### src/rtl/egg_burst_matrix.sv
module egg_burst_matrix #(
  parameter int BURST_FRAMES = 1
) (
  input  logic       clk,
  input  logic       rst_n,
  input  logic [3:0] slot_idx,
  input  logic       egg_on,
  input  logic       burst_pulse,
  input  logic       scan_tick,
  output logic [7:0] row_sel_n,
  output logic [7:0] red_col,
  output logic [7:0] grn_col
);
  localparam int FW = $clog2(BURST_FRAMES + 1);

  logic [2:0]    row_q;
  logic          burst_q, spent_q;
  logic [3:0]    bslot_q;
  logic [FW-1:0] frames_q;

  wire frame_end = scan_tick && (row_q == 3'd7);
  wire shown     = egg_on && !spent_q && !burst_q;

  always_ff @(posedge clk) begin
    if (!rst_n) begin
      row_q    <= '0;
      burst_q  <= 1'b0;
      spent_q  <= 1'b0;
      bslot_q  <= '0;
      frames_q <= '0;
    end else begin
      if (scan_tick) row_q <= row_q + 3'd1;
      if (burst_q && frame_end) begin
        frames_q <= frames_q - 1'b1;
        if (frames_q == FW'(1)) burst_q <= 1'b0;
      end else if (shown && burst_pulse) begin
        burst_q  <= 1'b1;
        spent_q  <= 1'b1;
        bslot_q  <= slot_idx;
        frames_q <= FW'(BURST_FRAMES);
      end
      if (!egg_on) spent_q <= 1'b0;
    end
  end

  wire [3:0] disp_slot = burst_q ? bslot_q : slot_idx;
  wire [3:0] r0        = {1'b0, disp_slot[3:2], 1'b0};
  wire [2:0] c0        = {disp_slot[1:0], 1'b0};
  wire [3:0] row4      = {1'b0, row_q};
  wire       in_body   = (row4 == r0) || (row4 == r0 + 4'd1);
  wire       in_cap    = (row4 + 4'd1 == r0) || (row4 == r0 + 4'd2);
  wire [7:0] pair      = 8'b0000_0011 << c0;
  wire [9:0] side10    = 10'b00_0000_1001 << c0;
  wire [7:0] side      = side10[8:1];

  assign row_sel_n = ~(8'b0000_0001 << row_q);
  assign grn_col   = '0;
  assign red_col   = burst_q ? (in_body ? side : (in_cap ? pair : 8'h00))
                   : shown   ? (in_body ? pair : 8'h00)
                   : 8'h00;


  row_step_chk: assert property (@(posedge clk) disable iff (!rst_n)
    (scan_tick && row_sel_n[7]) |=> (row_sel_n == {$past(row_sel_n[6:0]), 1'b1}));

  row_wrap_chk: assert property (@(posedge clk) disable iff (!rst_n)
    (scan_tick && !row_sel_n[7]) |=> (row_sel_n == 8'hFE));

  burst_slot_hold_chk: assert property (@(posedge clk) disable iff (!rst_n)
    (burst_q && $past(burst_q)) |-> $stable(bslot_q));

  burst_start_chk: assert property (@(posedge clk) disable iff (!rst_n)
    $rose(burst_q) |-> $past(egg_on && burst_pulse));

  burst_end_chk: assert property (@(posedge clk) disable iff (!rst_n)
    $fell(burst_q) |-> $past(scan_tick && !row_sel_n[7]));

  blank_idle_chk: assert property (@(posedge clk) disable iff (!rst_n)
    (!egg_on && !burst_q) |-> (red_col == 8'h00));
endmodule

### config.mk
export PLATFORM = sky130hd
export DESIGN_NAME = egg_burst_matrix
export DESIGN_NICKNAME = d
export VERILOG_FILES = /design/src/rtl/egg_burst_matrix.sv
export SDC_FILE = /design/constraint.sdc
export NUM_CORES = 1
export LEC_CHECK = 0
export BUFFER_PORTS_ARGS = -buffer_cell sky130_fd_sc_hd__buf_2
export CAP_MARGIN = 40
export CORE_UTILIZATION = 52
export DETAILED_ROUTE_END_ITERATION = 6
export GPL_TIMING_DRIVEN = 0
export PLACE_DENSITY = 0.83
export SLEW_MARGIN = 20
export SYNTH_ARGS = -nofsm -noshare
export SYNTH_HDL_FRONTEND = slang
export SYNTH_SLANG_ARGS = --single-unit
export TNS_END_PERCENT = 20
### constraint.sdc
create_clock -name clk -period 6.35 [get_ports clk]
set_clock_uncertainty 0.1 [all_clocks]
set_input_delay 1.27 -clock clk [delete_from_list [all_inputs] [get_ports clk]]
set_output_delay 1.27 -clock clk [all_outputs]
set_load 0.005 [all_outputs]
==> flow_summary.json <==
{
  "powerDensity_mw_per_mm2": 168,
  "seqPwrFrac_pct": 38.8,
  "cts_setup_buffers": 0,
  "drt-total-wl_um": 1890,
  "routabilityCongestion": 0.827,
  "viasPerCell": 5.31,
  "cts_root_buffer": "clkbuf_4",
  "crit_chain": "buf_2 -> mux2i_4 -> inv_1 -> ha_1 -> xnor2_1 -> nand3_1 -> o311ai_4 -> nand3_4 -> o22ai_1 -> buf_2",
  "cts_max_level": 1,
  "area_growth_pct": 19.4,
  "ir_worst_vdd_uv": 118,
  "whs_ns": 0.404,
  "rsz0062_at_grt": "no",
  "setup_ws_ns": 2.01,
  "cts_tree": "yes",
  "pwr-share-comb_pct": 38.4,
  "worst_ep_arrival_time_ns": 2.97,
  "yosys_register_bits": 10,
  "fmax_mhz": 230,
  "grt_use_met3_pct": 3.67,
  "synth_warnings": 0,
  "critPathBufInv": 3,
  "place_inst": 157,
  "dieArea_mm2": 0.00195,
  "fin_nets": 162,
  "p_int_uw": 121,
  "cts_buffers": 3,
  "status": "complete, but fails checks",
  "ctsLongestPathBuffers": 2,
  "n_antenna_cell": 0,
  "period_minus_slack_ns": 4.34,
  "start_util_pct": 58.6,
  "grt-ovfl-total": 0,
  "clkTransAtPathRegs_ns": 0.06,
  "switching_share_pct": 34.7,
  "dpl_worst_slack_ns": 2.02,
  "grt_max_degree": 11,
  "drive_above_1_share_pct": 29.2,
  "drt_iter0_drc": 21,
  "slowest_delay_ns": 0.30,
  "final_common_cell": "buf_2",
  "whs_path_depth": 1,
  "drtAntennaViolNets": 0,
  "power_leakage_nw": 0.511,
  "cp.depth": 10,
  "cts_hold_buf": 0,
  "finalHoldViolations": 0,
  "drc": 4,
  "die_width_um": 44.1,
  "busiest_layer": "met2",
  "place_hpwl_um": 1510,
  "fillerInstances": 146,
  "syn_area_um2": 923,
  "post_drt_wl_per_cell_um": 11.8,
  "clk_latency_ns": 0.27,
  "path_delay_family": "buffers and inverters",
  "synthCells": 112,
  "core-area_mm2": 0.00158,
  "cp_max_fo": 8,
  "ios": 33,
  "cts.sinks": 10,
  "worst_path_max_delay_cell": "ha_1",
  "violations": "design-rule violations",
  "fin_crit_sh_pct": 68.4,
  "drv_slew": 0,
  "yosysSeqAreaShare_pct": 21.7,
  "worstRegToRegCells": 5,
  "num_vias": 850,
  "cap_violations": 0,
  "instances_no_fill": 160,
  "cts_resized": 0,
  "required_ns": 4.98,
  "crit_path_end_kind": "output pin",
  "layout_common_cells": "23 x buf_2, 14 x nand2_1, 10 x dfxtp_1",
  "syn-mean-instance-area_um2": 8.24,
  "setup_violations": 0,
  "rows": 14,
  "antenna_found_initial": 0,
  "power.switching_uw": 64.5,
  "synth_cell_type_count": 36,
  "worstHoldPathType": "reg -> reg",
  "io_buffer_count": 22,
  "worstSetupStartpointType": "primary input",
  "clkPwrFrac_pct": 22.9,
  "crit_path_frequent_cell": "buf_2",
  "grt_pass1_vias": 779,
  "globalRouteMet2Util_pct": 38.8,
  "firstDrtPassIters": 7,
  "total_power_uw": 186,
  "fin_tns_setup_ns": 0,
  "worstSetupPathType": "in -> out",
  "grt_use_total_pct": 20.9,
  "met1_usage_pct": 23.5,
  "die_y_um": 44.1,
  "grt_pass1_wl_um": 3060
}
power by group through the flow:
stage | Clock, mW | Combinational, mW | Sequential, mW
3_5_place_dp | 0 | 0.0709 | 0.0731
2_1_floorplan | 0 | 0.0541 | 0.0720
4_1_cts | 0.0425 | 0.0712 | 0.0718
6_report | 0.0424 | 0.0712 | 0.0720
5_1_grt | 0.0459 | 0.0788 | 0.0725
3_3_place_gp | 0 | 0.0673 | 0.0729
cell type report:
type	instances	area, um^2	share of cell area, %
buffer	13	87.6	7.95
sequential	10	200	18.2
clock buffer	3	22.5	2.04
timing repair buffer	22	110	9.99
tap	16	20.0	1.82
inverter	7	26.3	2.38
multi-input combinational	89	636	57.7
worst paths after layout:
path / start / endpoint / slack (ns)
hold / removal: spent_q / spent_q / 0.40
hold reg to reg: spent_q / spent_q / 0.40
setup reg to reg: row_q[2] / row_q[2] / 4.74
setup / recovery: slot_idx[2] / red_col[5] / 2.01
worst register-to-register path, cell delays in order, from the launching register on:
cell and delay [ns]:
dfxtp_1 0.34, clkbuf_1 0.34, inv_1 0.15, ha_1 0.37
nand2_1 0.07, o211a_1 0.12
cells in the mapped netlist (all sizes together):
master    n  area (um^2)
a21boi    1         7.51
a21oi     3         15.0
a311oi    1         8.76
a31oi     1         6.26
and2      3         18.8
buf      10         76.3
clkbuf    3         11.3
conb      1         3.75
dfxtp    10          200
ha        7         87.6
inv       7         26.3
mux2i     7         95.1
nand2    14         52.6
nand3     6         42.5
nand3b    1         7.51
nand4     1         6.26
nor2      6         22.5
nor2b     6         37.5
nor3      1         5.00
o211a     2         20.0
o21ai     6         30.0
o21bai    1         7.51
o22ai     3         18.8
o2bb2ai   2         17.5
o311ai    1         26.3
or2       2         12.5
or3b      1         8.76
xnor2     3         26.3
xor2      2         25.0
state kept, by name (all words and copies together) (netlist names):
name      cells
bslot_q       4
row_q         3
spent_q       1
frames_q      1
burst_q       1
cells by family after synthesis:
kind of cell,after synthesis,synth area share [%]
compound gates,21,17.1
xor+xnor,5,5.56
fa+ha+maj,7,9.48
buf+inv,20,12.3
flops,10,21.7
mux,7,10.3
other cells,1,0.406
simple gates,41,23.2
metrics by stage:
step	utilization, %	area [um^2]
floorplan	-	950
global placement	68.5	1080
detailed placement	68.5	1080
CTS	69.9	1100
global route	69.9	1100
finish	69.9	1100
layer usage:
metal / up-vias / wire [um]
li1: 428 / -
met1: 387 / 792
met2: 30 / 950
met3: 5 / 119
met4: 0 / 29
met5: - / 0
No activity file was read; power rests on OpenSTA's default activity.
